File: config.mk
export PLATFORM = sky130hd
export DESIGN_NAME = mdio_mgmt_master
export DESIGN_NICKNAME = d
export VERILOG_FILES = /design/src/rtl/mdio_mgr_pkg.sv /design/src/rtl/mdc_divider.sv /design/src/rtl/mdio_frame_engine.sv /design/src/rtl/mdio_mgmt_master.sv
export SDC_FILE = /design/constraint.sdc
export NUM_CORES = 1
export LEC_CHECK = 0
export CAP_MARGIN = 5
export CELL_PAD_IN_SITES_DETAIL_PLACEMENT = 1
export CELL_PAD_IN_SITES_GLOBAL_PLACEMENT = 1
export CORE_MARGIN = 1
export CORE_UTILIZATION = 43
export CTS_CLUSTER_SIZE = 10
export DETAILED_ROUTE_END_ITERATION = 8
export HOLD_SLACK_MARGIN = 0.15
export PLACE_DENSITY = 0.85
export SLEW_MARGIN = 40
export SYNTH_ARGS = -nofsm -noshare
export SYNTH_HDL_FRONTEND = slang
export SYNTH_SLANG_ARGS = --single-unit
File: constraint.sdc
create_clock -name clk -period 5 [get_ports clk]
set_clock_uncertainty 0.2 [all_clocks]
set_input_delay 1.5 -clock clk [delete_from_list [all_inputs] [get_ports clk]]
set_output_delay 1.5 -clock clk [all_outputs]
set_load 0.05 [all_outputs]
File: src/rtl/mdio_mgr_pkg.sv
package mdio_mgr_pkg;

  localparam int HALF_W = 7;

  typedef enum logic [2:0] {
    SQ_IDLE,
    SQ_ADDR_GO,
    SQ_ADDR_RUN,
    SQ_DATA_GO,
    SQ_DATA_RUN,
    SQ_POLL_RUN
  } seq_t;

  typedef struct packed {
    logic        ext;
    logic        post;
    logic        ap;
    logic [2:0]  csel;
    logic        supp;
    logic        rd;
    logic [4:0]  regn;
    logic [15:0] data;
  } ctl_t;

  // Half of the MDC period in reference cycles for each divider code.
  function automatic logic [HALF_W-1:0] half_of(input logic [2:0] code);
    case (code)
      3'd2:    half_of = 7'd3;
      3'd3:    half_of = 7'd4;
      3'd4:    half_of = 7'd5;
      3'd5:    half_of = 7'd16;
      3'd6:    half_of = 7'd32;
      3'd7:    half_of = 7'd64;
      default: half_of = 7'd2;
    endcase
  endfunction

endpackage

File: src/rtl/mdc_divider.sv
module mdc_divider #(
  parameter int HALF_W = 7
) (
  input  logic              clk,
  input  logic              rst_n,
  input  logic              run,
  input  logic [HALF_W-1:0] half,
  output logic              mdc,
  output logic              rise,
  output logic              fall
);
  logic [HALF_W-1:0] cnt_q, cnt_d;
  logic              mdc_q, mdc_d;
  logic              term;

  assign term = run && (cnt_q == half - HALF_W'(1));
  assign rise = term && !mdc_q;
  assign fall = term && mdc_q;
  assign mdc  = mdc_q;

  always_comb begin
    cnt_d = cnt_q;
    mdc_d = mdc_q;
    if (!run) begin
      cnt_d = '0;
      mdc_d = 1'b0;
    end else if (term) begin
      cnt_d = '0;
      mdc_d = !mdc_q;
    end else begin
      cnt_d = cnt_q + HALF_W'(1);
    end
  end

  always_ff @(posedge clk or negedge rst_n) begin
    if (!rst_n) begin
      cnt_q <= '0;
      mdc_q <= 1'b0;
    end else begin
      cnt_q <= cnt_d;
      mdc_q <= mdc_d;
    end
  end

  // a rising tick always leaves MDC high on the next cycle
  a_r5_rise_sets_mdc: assert property (@(posedge clk) disable iff (!rst_n)
    rise |=> mdc_q);

endmodule

File: src/rtl/mdio_frame_engine.sv
module mdio_frame_engine
  import mdio_mgr_pkg::*;
#(
  parameter int FRAME_W = 32,
  parameter int PRE_LEN = 32,
  parameter int DATA_W  = 16,
  parameter int TA_POS  = 14
) (
  input  logic               clk,
  input  logic               rst_n,
  input  logic               launch,
  input  logic [FRAME_W-1:0] word,
  input  logic               is_read,
  input  logic               skip_pre,
  input  logic [2:0]         csel,
  input  logic               mdio_i,
  output logic               mdc,
  output logic               mdio_o,
  output logic               mdio_oe,
  output logic               done,
  output logic [DATA_W-1:0]  rdata
);
  localparam int CNT_W    = $clog2(PRE_LEN + FRAME_W + 1);
  localparam int DATA_POS = FRAME_W - DATA_W;

  logic               act_q, act_d;
  logic [FRAME_W-1:0] sh_q, sh_d;
  logic [CNT_W-1:0]   cnt_q, cnt_d;
  logic [CNT_W-1:0]   pre_q, pre_d;
  logic               rd_q, rd_d;
  logic [HALF_W-1:0]  half_q, half_d;
  logic               out_q, out_d;
  logic               oe_q, oe_d;
  logic [DATA_W-1:0]  rx_q, rx_d;
  logic               rise, fall, last;
  logic [CNT_W-1:0]   pre_new;

  mdc_divider #(.HALF_W(HALF_W)) u_div (
    .clk  (clk),
    .rst_n(rst_n),
    .run  (act_q),
    .half (half_q),
    .mdc  (mdc),
    .rise (rise),
    .fall (fall)
  );

  assign pre_new = skip_pre ? '0 : CNT_W'(PRE_LEN);
  assign last    = fall && (cnt_q == pre_q + CNT_W'(FRAME_W));
  assign done    = last;
  assign rdata   = rx_q;
  assign mdio_o  = out_q;
  assign mdio_oe = oe_q;

  always_comb begin
    act_d  = act_q;
    sh_d   = sh_q;
    cnt_d  = cnt_q;
    pre_d  = pre_q;
    rd_d   = rd_q;
    half_d = half_q;
    out_d  = out_q;
    oe_d   = oe_q;
    rx_d   = rx_q;
    if (launch) begin
      act_d  = 1'b1;
      sh_d   = word;
      cnt_d  = '0;
      pre_d  = pre_new;
      rd_d   = is_read;
      half_d = half_of(csel);
      out_d  = (pre_new == '0) ? word[FRAME_W-1] : 1'b1;
      oe_d   = 1'b1;
    end else if (act_q) begin
      if (rise) begin
        cnt_d = cnt_q + CNT_W'(1);
        if (rd_q && cnt_q >= pre_q + CNT_W'(DATA_POS))
          rx_d = {rx_q[DATA_W-2:0], mdio_i};
      end
      if (fall) begin
        if (last) begin
          act_d = 1'b0;
          oe_d  = 1'b0;
          out_d = 1'b1;
        end else begin
          if (cnt_q < pre_q) begin
            out_d = 1'b1;
          end else if (cnt_q == pre_q) begin
            out_d = sh_q[FRAME_W-1];
          end else begin
            sh_d  = {sh_q[FRAME_W-2:0], 1'b0};
            out_d = sh_q[FRAME_W-2];
          end
          oe_d = !(rd_q && cnt_q >= pre_q + CNT_W'(TA_POS));
        end
      end
    end
  end

  always_ff @(posedge clk or negedge rst_n) begin
    if (!rst_n) begin
      act_q  <= 1'b0;
      sh_q   <= '0;
      cnt_q  <= '0;
      pre_q  <= '0;
      rd_q   <= 1'b0;
      half_q <= HALF_W'(2);
      out_q  <= 1'b1;
      oe_q   <= 1'b0;
      rx_q   <= '0;
    end else begin
      act_q  <= act_d;
      sh_q   <= sh_d;
      cnt_q  <= cnt_d;
      pre_q  <= pre_d;
      rd_q   <= rd_d;
      half_q <= half_d;
      out_q  <= out_d;
      oe_q   <= oe_d;
      rx_q   <= rx_d;
    end
  end

  // MDC rests low whenever no frame is running
  a_r5_idle_mdc_low: assert property (@(posedge clk) disable iff (!rst_n)
    !act_q |-> !mdc);

  // line released from turnaround to frame end on reads
  a_r4_read_released: assert property (@(posedge clk) disable iff (!rst_n)
    (act_q && rd_q && cnt_q > pre_q + CNT_W'(TA_POS)) |-> !oe_q);

  // bit counter never runs past the frame
  a_r3_count_bound: assert property (@(posedge clk) disable iff (!rst_n)
    act_q |-> (cnt_q <= pre_q + CNT_W'(FRAME_W)));

endmodule

File: src/rtl/mdio_mgmt_master.sv
module mdio_mgmt_master
  import mdio_mgr_pkg::*;
#(
  parameter int PRE_LEN = 32
) (
  input  logic        clk,
  input  logic        rst_n,
  input  logic        ctl_wr,
  input  logic [31:0] ctl_wdata,
  input  logic        ext_wr,
  input  logic [31:0] ext_wdata,
  output logic [31:0] ctl_rdata,
  output logic [31:0] ext_rdata,
  input  logic        mdio_i,
  output logic        mdc,
  output logic        mdio_o,
  output logic        mdio_oe
);
  localparam int FRAME_W = 32;
  localparam int DATA_W  = 16;

  ctl_t        ctl_q, ctl_d;
  logic        busy_q, busy_d;
  logic [4:0]  prt_q, prt_d, dev_q, dev_d;
  logic [15:0] xad_q, xad_d;
  seq_t        st_q, st_d;

  logic               launch, word_rd, eng_done;
  logic [FRAME_W-1:0] word;
  logic [DATA_W-1:0]  eng_rdata;
  logic [FRAME_W-1:0] direct_w, xaddr_w, xdata_w, poll_w;

  assign direct_w = {2'b01, (ctl_q.rd ? 2'b10 : 2'b01), 5'd0, ctl_q.regn, 2'b10, ctl_q.data};
  assign xaddr_w  = {4'b0000, prt_q, dev_q, 2'b10, xad_q};
  assign xdata_w  = {2'b00, (ctl_q.rd ? 2'b11 : 2'b01), prt_q, dev_q, 2'b10, ctl_q.data};
  assign poll_w   = {2'b01, 2'b10, 5'd0, 5'd1, 2'b10, 16'hFFFF};

  always_comb begin
    ctl_d   = ctl_q;
    busy_d  = busy_q;
    prt_d   = prt_q;
    dev_d   = dev_q;
    xad_d   = xad_q;
    st_d    = st_q;
    launch  = 1'b0;
    word    = direct_w;
    word_rd = ctl_q.rd;
    case (st_q)
      SQ_IDLE: begin
        if (busy_q) begin
          st_d = ctl_q.ext ? SQ_ADDR_GO : SQ_DATA_GO;
        end else if (ctl_q.ap) begin
          launch  = 1'b1;
          word    = poll_w;
          word_rd = 1'b1;
          st_d    = SQ_POLL_RUN;
        end
      end
      SQ_ADDR_GO: begin
        launch  = 1'b1;
        word    = xaddr_w;
        word_rd = 1'b0;
        st_d    = SQ_ADDR_RUN;
      end
      SQ_ADDR_RUN: if (eng_done) st_d = SQ_DATA_GO;
      SQ_DATA_GO: begin
        launch = 1'b1;
        word   = ctl_q.ext ? xdata_w : direct_w;
        st_d   = SQ_DATA_RUN;
      end
      SQ_DATA_RUN: begin
        if (eng_done) begin
          busy_d = 1'b0;
          if (ctl_q.rd) ctl_d.data = eng_rdata;
          st_d = SQ_IDLE;
        end
      end
      SQ_POLL_RUN: begin
        if (eng_done) begin
          if (!busy_q) ctl_d.data = eng_rdata;
          st_d = SQ_IDLE;
        end
      end
      default: st_d = SQ_IDLE;
    endcase
    if (ctl_wr && !busy_q) begin
      ctl_d.ext  = ctl_wdata[30];
      ctl_d.post = ctl_wdata[29];
      ctl_d.ap   = ctl_wdata[28];
      ctl_d.csel = ctl_wdata[26:24];
      ctl_d.supp = ctl_wdata[22];
      ctl_d.rd   = ctl_wdata[21];
      ctl_d.regn = ctl_wdata[20:16];
      ctl_d.data = ctl_wdata[15:0];
      busy_d     = ctl_wdata[23];
    end
    if (ext_wr && !busy_q) begin
      prt_d = ext_wdata[25:21];
      dev_d = ext_wdata[20:16];
      xad_d = ext_wdata[15:0];
    end
  end

  always_ff @(posedge clk or negedge rst_n) begin
    if (!rst_n) begin
      ctl_q  <= '0;
      busy_q <= 1'b0;
      prt_q  <= '0;
      dev_q  <= '0;
      xad_q  <= '0;
      st_q   <= SQ_IDLE;
    end else begin
      ctl_q  <= ctl_d;
      busy_q <= busy_d;
      prt_q  <= prt_d;
      dev_q  <= dev_d;
      xad_q  <= xad_d;
      st_q   <= st_d;
    end
  end

  mdio_frame_engine #(
    .FRAME_W(FRAME_W),
    .PRE_LEN(PRE_LEN),
    .DATA_W (DATA_W),
    .TA_POS (14)
  ) u_eng (
    .clk     (clk),
    .rst_n   (rst_n),
    .launch  (launch),
    .word    (word),
    .is_read (word_rd),
    .skip_pre(ctl_q.supp),
    .csel    (ctl_q.csel),
    .mdio_i  (mdio_i),
    .mdc     (mdc),
    .mdio_o  (mdio_o),
    .mdio_oe (mdio_oe),
    .done    (eng_done),
    .rdata   (eng_rdata)
  );

  assign ctl_rdata = {1'b0, ctl_q.ext, ctl_q.post, ctl_q.ap, busy_q, ctl_q.csel,
                      1'b0, ctl_q.supp, ctl_q.rd, ctl_q.regn, ctl_q.data};
  assign ext_rdata = {6'd0, prt_q, dev_q, xad_q};

  // a write arriving while busy leaves the accepted fields untouched
  a_r7_locked_while_busy: assert property (@(posedge clk) disable iff (!rst_n)
    (busy_q && ctl_wr) |=> ($stable(ctl_q.regn) && $stable(ctl_q.csel) && $stable(ctl_q.ext)));

  // busy only drops at the end of the data frame
  a_r6_busy_spans_frames: assert property (@(posedge clk) disable iff (!rst_n)
    $fell(busy_q) |-> ($past(st_q) == SQ_DATA_RUN));

  // busy only rises from an accepted host write
  a_r2_busy_from_host: assert property (@(posedge clk) disable iff (!rst_n)
    $rose(busy_q) |-> $past(ctl_wr));

endmodule

* Yosys cells after proc, flatten, opt, wreduce, memory -nomap -nowiden *
Cells that the tools add are included.

word-level totals
  logic and storage cells = 144
  output and inout port bits = 67
  input bits = 69
  flip-flop bits (word level) = 140

operators by class
  bitwise operators = 1
  mux-type cells = 57
  add/subtract/negate cells = 6
  $lt $le $gt $ge = 3
  reductions and logical operators = 28
  equal/unequal tests = 25

operators by type and width
  kind                 count
  $mux 32              6
  $pmux 31 s3          1
  $mux 16              5
  $mux 30              2
  $pmux 7 s6           1
  $mux 7               5
  $pmux 16 s2          1
  $mux 31              1
  $mux 1               24
  $eq 7x7->1           3
  $eq 3x3->1 const B   6
  $ne 3x3->1 const B   5
  $pmux 3 s5           1
  $add 7x1->7 const B  2
  $ge 7x7->1           2
  $eq 3x2->1 const B   4
  $mux 3               4
  $ne 2x2->1 const B   5
  $reduce_and 5->1     2
  $reduce_bool 2->1    5
  $logic_and 1x1->1    8
  $add 7x4->7 const B  1
  $add 7x5->7 const B  1
  $add 7x6->7 const B  1
  16 further kinds     24

* Depth between registers and ports, before layout *
Gate-level depths: netlist of run 1.

  word-level depth = 9
  depth in mapped cells = 11
  mapped depth without buffers = 8

* By module *
From an unflattened synthesis of run 1, not the netlist that was laid out.

second synthesis, totals
  cell total of the unflattened synthesis = 734
  area, all modules = 7285.7 um2

by module, submodules not included
  module             times used  sequential area each (um2)  cells an instance  area each (um2)
  mdio_frame_engine  1           1654.1                      345                3515.9
  mdio_mgmt_master   1           1476.4                      331                3214.3
  mdc_divider        1           200.2                       58                 555.5

* Worst setup path after synthesis of run 1 *
No wires, ideal clock.

  path kind = reg2reg
  from = register u_eng.half_q[1]
  to = register u_eng.rx_q[10], in the netlist u_eng.rdata[10]
  data required time = 4675 ps
  period minus slack after synthesis = 3148 ps
  path slack = 1852 ps
  arrival time = 2823 ps
  stages on the path, launching flop included = 11
  path buffers = 2
  path through = dfstp_2 inv_1 ha_1 ha_1 xor2_1 nand4_1 or4_4 buf_6 nor4_4 buf_8 mux2_4

between the ends
  word-level cells in the longest chain between the ends = 5

ends and longest elaborated chain
  what                               RTL line                  RTL
  start, declared                    mdio_frame_engine.sv:31   logic [HALF_W-1:0] half_q, half_d;
  start signal, assigned             mdio_frame_engine.sv:117  half_q <= half_d;
  $sub 7x1->7                        mdc_divider.sv:16         assign term = run && (cnt_q == half - HALF_W'(1));
  $eq 7x7->1                         mdc_divider.sv:16
  $logic_and 1x1->1                  mdc_divider.sv:16
  $logic_and 1x1->1                  mdc_divider.sv:17         assign rise = term && !mdc_q;
  $reduce_and 4->1 (no source line)  n/a
  end signal, assigned               mdio_frame_engine.sv:120  rx_q <= rx_d;
  end, declared                      mdio_frame_engine.sv:34   logic [DATA_W-1:0] rx_q, rx_d;

Every way passes these cells.
A chain may end at the register's enable or synchronous reset.

* Worst setup path after layout of run 1 *
  from = register u_eng.half_q[1]
  to = register u_eng.sh_q[5]

between the ends
  word-level cells in the longest chain between the ends = 7

ends and longest elaborated chain
  what                                   RTL line                  RTL
  $sub 7x1->7 (*)                        mdc_divider.sv:16
  $eq 7x7->1 (*)                         mdc_divider.sv:16
  $logic_and 1x1->1 (*)                  mdc_divider.sv:16
  $logic_and 1x1->1 (*)                  mdc_divider.sv:18         assign fall = term && mdc_q;
  $logic_and 1x1->1                      mdio_frame_engine.sv:49   assign last = fall && (cnt_q == pre_q + CNT_W'(FRAME_W));
  $ne 2x2->1 (no source line)            n/a
  $reduce_and 5->1 (no source line) (*)  n/a
  end signal, assigned                   mdio_frame_engine.sv:103  sh_q <= '0;
  end signal, assigned                   mdio_frame_engine.sv:113  sh_q <= sh_d;
  end, declared                          mdio_frame_engine.sv:27   logic [FRAME_W-1:0] sh_q, sh_d;

Mark *: on every way between the ends. The rest lies on a longest branch, timed or not.

==> results of run 1 <==
==> synth_stat cells (3+ instances only) <==
cell type,count,area (um^2)
nand4_1,4,25.0
clkbuf_1,31,116
buf_1,6,22.5
xor2_1,6,52.6
mux2i_1,19,190
nand2b_1,4,25.0
mux2_2,55,619
a22o_1,5,43.8
a221oi_1,4,35.0
o31ai_1,10,75.1
or4_1,3,22.5
a31oi_1,20,125
o21ai_0,33,165
a21o_1,4,30.0
o211ai_1,22,165
nand2_1,76,285
inv_1,13,48.8
buf_4,10,75.1
xnor2_1,10,87.6
dfrtp_1,131,3280
buf_2,3,15.0
nor2_1,34,128
nand3_1,14,70.1
nor3_1,6,30.0
a211oi_1,5,37.5
nor2b_1,9,56.3
a21oi_1,32,160
mux2_4,10,150
and3_1,3,18.8
ha_1,8,100
==> flip-flops by register name (all words and copies together), names as in the netlist, 3 cells and up <==
register / cells
dev_q: 5
u_eng.sh_q: 32
u_eng.cnt_q: 7
prt_q: 5
u_eng.rdata: 16
xad_q: 16
ctl_rdata: 29
u_eng.half_q: 6
u_eng.u_div.cnt_q: 7
st_q: 3
==> placed cells by master (no fill, tap or decap), drive strengths merged, types with 5 or more instances in the layout <==
| master | count |
|---|---|
| xor2 | 6 |
| conb | 8 |
| clkinv | 5 |
| inv | 15 |
| ha | 8 |
| a21oi | 32 |
| mux2 | 65 |
| nor2b | 9 |
| a31oi | 20 |
| nor3 | 6 |
| buf | 13 |
| o211ai | 22 |
| clkdlybuf4s50 | 118 |
| mux2i | 19 |
| nand3 | 14 |
| xnor2 | 10 |
| a22o | 5 |
| clkbuf | 20 |
| dfrtp | 131 |
| o21ai | 34 |
| o31ai | 10 |
| a211oi | 5 |
| nor2 | 34 |
| nand2 | 76 |
==> where the power goes <==
| part | internal, W | switching (W) |
|---|---|---|
| registers | 0.00139 | 0.000329 |
| logic | 0.000837 | 0.00137 |
| clock network | 0.000773 | 0.000488 |
==> final timing paths <==
path / cells past startpoint / slack (ps) / end
max: 9 / 1170 / u_eng.sh_q[5]
min: 2 / 290 / ctl_rdata[29]
min in group asynchronous: 1 / 870 / u_eng.u_div.cnt_q[6]
min reg2reg: 2 / 290 / ctl_rdata[29]
max in group asynchronous: 2 / 3070 / u_eng.mdio_o
max reg2reg: 9 / 1170 / u_eng.sh_q[5]
==> routing by layer <==
layer	wire length [um]	GRT usage	up-vias	share of wire
met3	651	0.0455	45	0.032
met2	10800	0.482	133	0.52
met1	8590	0.333	2785	0.42
met5	0	0	-	0
met4	564	0.110	0	0.027
li1	-	-	2423	-
==> stage by stage <==
step / cells / setup WS (ps) / cell area, um^2 / power (W) / hold WS (ps)
after detailed placement: 893 / 1300 / 7920 / 0.00386 / 281
after floorplan: 630 / 1850 / 6610 / 0.00312 / 256
after global routing: 924 / 1050 / 8520 / 0.00542 / 307
after global placement: 892 / 1470 / 7880 / 0.00371 / 262
after CTS: 924 / 1170 / 8510 / 0.00520 / 294
final: 924 / 1170 / 8520 / 0.00519 / 294
==> logic make-up (layout without fill, tap and decap cells) <==
logic type,after synthesis,count (layout)
muxes,84,84
xor gates and xnor gates,17,17
other,1,8
AOI/OAI and AO/OA,147,147
DFF,133,133
and+or+nand+nor,168,168
adders and majority gates,8,8
buffers and inverters,65,175
==> tightest hold or removal path, delay by kind of cell (launching register included) <==
| family | cells | cell delay, ps |
|---|---|---|
| DFF | 1 | 340 |
| and+or+nand+nor | 2 | 120 |
==> area by class of cell <==
cell class / instances / area (um^2) / area share
Sequential cell: 133 / 3330 / 0.391
Clock inverter: 11 / 125 / 0.0147
Multi-Input combinational cell: 432 / 3010 / 0.353
Inverter: 13 / 48.8 / 0.00573
Timing Repair Buffer: 131 / 1310 / 0.153
Tap cell: 184 / 230 / 0.0270
Clock buffer: 20 / 467 / 0.0548
==> results.toml, run 1 <==
[clock_network]
hold_buffers = 0
cts_resized = 0
post-cts-setup-buffer-count = 0
htree_num_levels = 4
clkSinkCount = 133
cts_buffers = 17
worstSkewPairLatency_ps = 420
clk_pin_slew_ps = 60
cts_tree = "done"
ctsRootBufferMaster = "clkbuf_16"
cts_max_path_buffers = 2

[power_and_ir_drop]
ir_drop_mv = 0.315
p_leak_nw = 3.64
powerDensity_nw_per_um2 = 609

[logic_synthesis]
synth_area_per_cell_um2 = 10.6
yosys_warnings = 0
synth_cell_types = 53
muxShareOfSynthArea = 0.146
seq_area_frac_synth = 0.506
syn_area_um2 = 6590
synth_top_family_by_area = "multiplexers"
synth-seq-cells = 133
async_flop_share = 1.00
synthSimpleGateAreaFrac = 0.120
syn_inst = 623
synth_edf_count = 0
synth_compound_area_frac = 0.142
synth_xor_area_frac = 0.0247
ys.flop_type = "dfrtp_1"
synthAdderAreaFrac = 0.0152

[detailed_routing]
vias = 5386
wl_per_cell_um = 22.2
drcViolationCount = 0
dr.first_iter.drc_count = 352
vias_per_cell = 5.83
first_pass_iters = 5
ant_nets = 0
wl_um = 20600

[timing]
worst_pin_slew_ps = 799
rsz0062_at_grt = "no"
max_freq_ghz = 0.261
drv_slew = 0
max_slew_margin = 0.467
finalHoldViolCount = 0
fin_crit_ps = 3830
post-route-period-util = 0.766
setup_viol = 0
fin_tns_setup_ps = 0

[placement]
place_congestion = 0.790
hpwlAfterDp_um = 13300
numPortBuffers = 119

[floorplanning]
ioPinCount = 136
start_util = 0.446
core_area_um2 = 14800
die-area_um2 = 15800
die_h_um = 126
rows = 44
die_w_um = 126

[global_route]
grt_pass1_wl_um = 33300
grt_max_degree = 75
grt_remaining_overflow = 0
antenna_found_initial = 0
grt_pass1_vias = 5991
grt_usage = 0.273

[run]
maxCapViolations = 0

[setup_path]
crit_buf_inv = 2
cp_common_cell = "ha_1"
crit_path_end_kind = "flop"
cp_cell_sequence = "inv_1, ha_1, ha_1, xor2_1, nand4_1, or4_4, o21ai_2, buf_4, mux2_2"
critPathRequiredTime_ps = 5100
timing.rr.start = "u_eng.half_q[1]"
crit_fanout = 42
start_kind = "flop"
crit_family = "simple AND/OR/NAND/NOR gates"
slowest_stage = "or4_4"
criticalPathCategory = "reg2reg"
worst_path_largest_cell_delay_ps = 750
cp-startpoint = "u_eng.half_q[1]"
arrival_ps = 3930

[layout]
final_util = 0.577
n_antenna_cell = 0
num-nets-final = 805
drive_above_1_share = 0.165
nFillCells = 1588
area.growth.synth_to_final_pct = 29.3

[hold_path]
hold_class = "reg2reg"
min_from = "ctl_rdata[29]"

[outcome]
outcome = "completed"
(Power assumes the default switching activity.)
==> run 2, diff against run 1 <==
--- a/config.mk
+++ b/config.mk
@@ -9,11 +9,11 @@
 export CELL_PAD_IN_SITES_DETAIL_PLACEMENT = 1
 export CELL_PAD_IN_SITES_GLOBAL_PLACEMENT = 1
 export CORE_MARGIN = 1
-export CORE_UTILIZATION = 43
+export CORE_UTILIZATION = 40
 export CTS_CLUSTER_SIZE = 10
 export DETAILED_ROUTE_END_ITERATION = 8
 export HOLD_SLACK_MARGIN = 0.15
-export PLACE_DENSITY = 0.85
+export PLACE_DENSITY = 0.8
 export SLEW_MARGIN = 40
 export SYNTH_ARGS = -nofsm -noshare
 export SYNTH_HDL_FRONTEND = slang
==> constraint.sdc (replaced) <==
create_clock -name clk -period 3.7 [get_ports clk]
set_clock_uncertainty 0.2 [all_clocks]
set_input_delay 1.11 -clock clk [delete_from_list [all_inputs] [get_ports clk]]
set_output_delay 1.11 -clock clk [all_outputs]
set_load 0.05 [all_outputs]
==> results.toml, run 2 (synthesis results as in run 1) <==
[outcome]
outcome = "completed"

[layout]
n_antenna_cell = 0
largest_reg_flops = 32
final_cells = 961
mostFrequentLayoutCells = "131 x dfrtp_1, 118 x clkdlybuf4s50_1, 76 x nand2_1"
num-nets-final = 809
regMostFlops = "u_eng.sh_q"
area.growth.synth_to_final_pct = 31.2
layout_commonest_cell = "dfrtp_1"
drive_above_1_share = 0.169
nFillCells = 1749

[floorplanning]
ioPinCount = 136
die_w_um = 130
start_util = 0.412
core_area_um2 = 16000
die-area_um2 = 17000
rows = 46
die_h_um = 130

[setup_path]
start_kind = "flop"
criticalPathCategory = "reg2reg"
critPathRequiredTime_ps = 3810
crit_fanout = 22
crit_path_end_kind = "flop"
arrival_ps = 3570

[power_and_ir_drop]
ir_drop_mv = 0.427
pwr-share-clk = 0.264
p_seq_frac = 0.325
powerDensity_nw_per_um2 = 816
internal-power_w = 0.00421
p_leak_nw = 3.68
combPwrFrac = 0.411
power_switching_w = 0.00284
p_sw_frac = 0.403

[clock_network]
hold_buffers = 0
cts_tree = "done"
clkSinkCount = 133
clk_pin_slew_ps = 60
worstSkewPairLatency_ps = 430
cts_buffers = 17
cts_max_path_buffers = 2
htree_num_levels = 4
post-cts-setup-buffer-count = 0
cts_resized = 0
ctsRootBufferMaster = "clkbuf_16"

[timing]
fin_crit_ps = 3460
drv_slew = 0
finalHoldViolCount = 0
fin_tns_setup_ps = 0
rsz0062_at_grt = "no"
worst_pin_slew_ps = 722
post-route-period-util = 0.934
max_freq_ghz = 0.289
max_slew_margin = 0.519
setup_viol = 0

[global_route]
grt_remaining_overflow = 0
grt_pass1_vias = 5822
grt_max_degree = 74
grt_pass1_wl_um = 30700
grt_usage = 0.243
antenna_found_initial = 0

[detailed_routing]
vias = 5260
dr.first_iter.drc_count = 290
wl_um = 19100
first_pass_iters = 4
wl_per_cell_um = 19.8
drcViolationCount = 0
vias_per_cell = 5.47
ant_nets = 0

[placement]
place_congestion = 0.830
numPortBuffers = 119
hpwlAfterDp_um = 12900
dp_cells = 929

[hold_path]
hold_class = "reg2reg"

[run]
maxCapViolations = 0
## run 2: layer usage
layer	track usage	wire length, um	vias to the layer above
met4	0.0903	352	0
li1	-	-	2427
met1	0.293	8090	2705
met3	0.0533	573	29
met5	0	0	-
met2	0.424	10100	99
## run 2: final cells by class
cell class	count	area, um^2	area share
sequential	133	3330	0.385
clock buffer	21	480	0.0556
clock inverter	11	171	0.0198
tap	216	270	0.0313
multi-input combinational	432	3000	0.347
timing repair buffer	135	1340	0.155
inverter	13	48.8	0.00565
## run 2: metrics by stage
stage               cell area [um^2]  hold slack, ps   util  worst slack (ps)  total power, W
finish                          8640             300  0.540               243         0.00706
CTS                             8640             303  0.540               220         0.00711
global placement                7990             268  0.499               351         0.00504
global route                    8640             323  0.540               139         0.00742
floorplan                       6610             256      -               552         0.00422
detailed placement              7990             287  0.499               261         0.00518
## run 2: power groups by stage
stage                     combinational, W  sequential [W]  clock (W)
after global placement             0.00277         0.00227          0
after floorplan                    0.00144         0.00277          0
after detailed placement           0.00287         0.00231          0
final                              0.00290         0.00230    0.00186
after CTS                          0.00292         0.00229    0.00189
after global routing               0.00311         0.00235    0.00196
## run 2: final timing paths
check	slack, ps	start	endpoint	cells past startpoint
worst max-delay path	240	u_eng.half_q[1]	u_eng.rdata[5]	9
worst min-delay path	300	ctl_rdata[29]	ctl_rdata[29]	2
worst max register to register	240	u_eng.half_q[1]	u_eng.rdata[5]	9
worst min register to register	300	ctl_rdata[29]	ctl_rdata[29]	2
max in group asynchronous	2060	rst_n	ctl_rdata[19]	2
min in group asynchronous	490	rst_n	u_eng.u_div.cnt_q[5]	1
## run 2: worst max-delay path, cell delays in order, from the launching register on
cell and delay, ps:
dfstp_2 540, inv_1 60, ha_1 190, ha_1 290, xor2_1 170, nand4_1 190
or4_4 620, nor4_4 360, buf_4 330, mux2_2 380
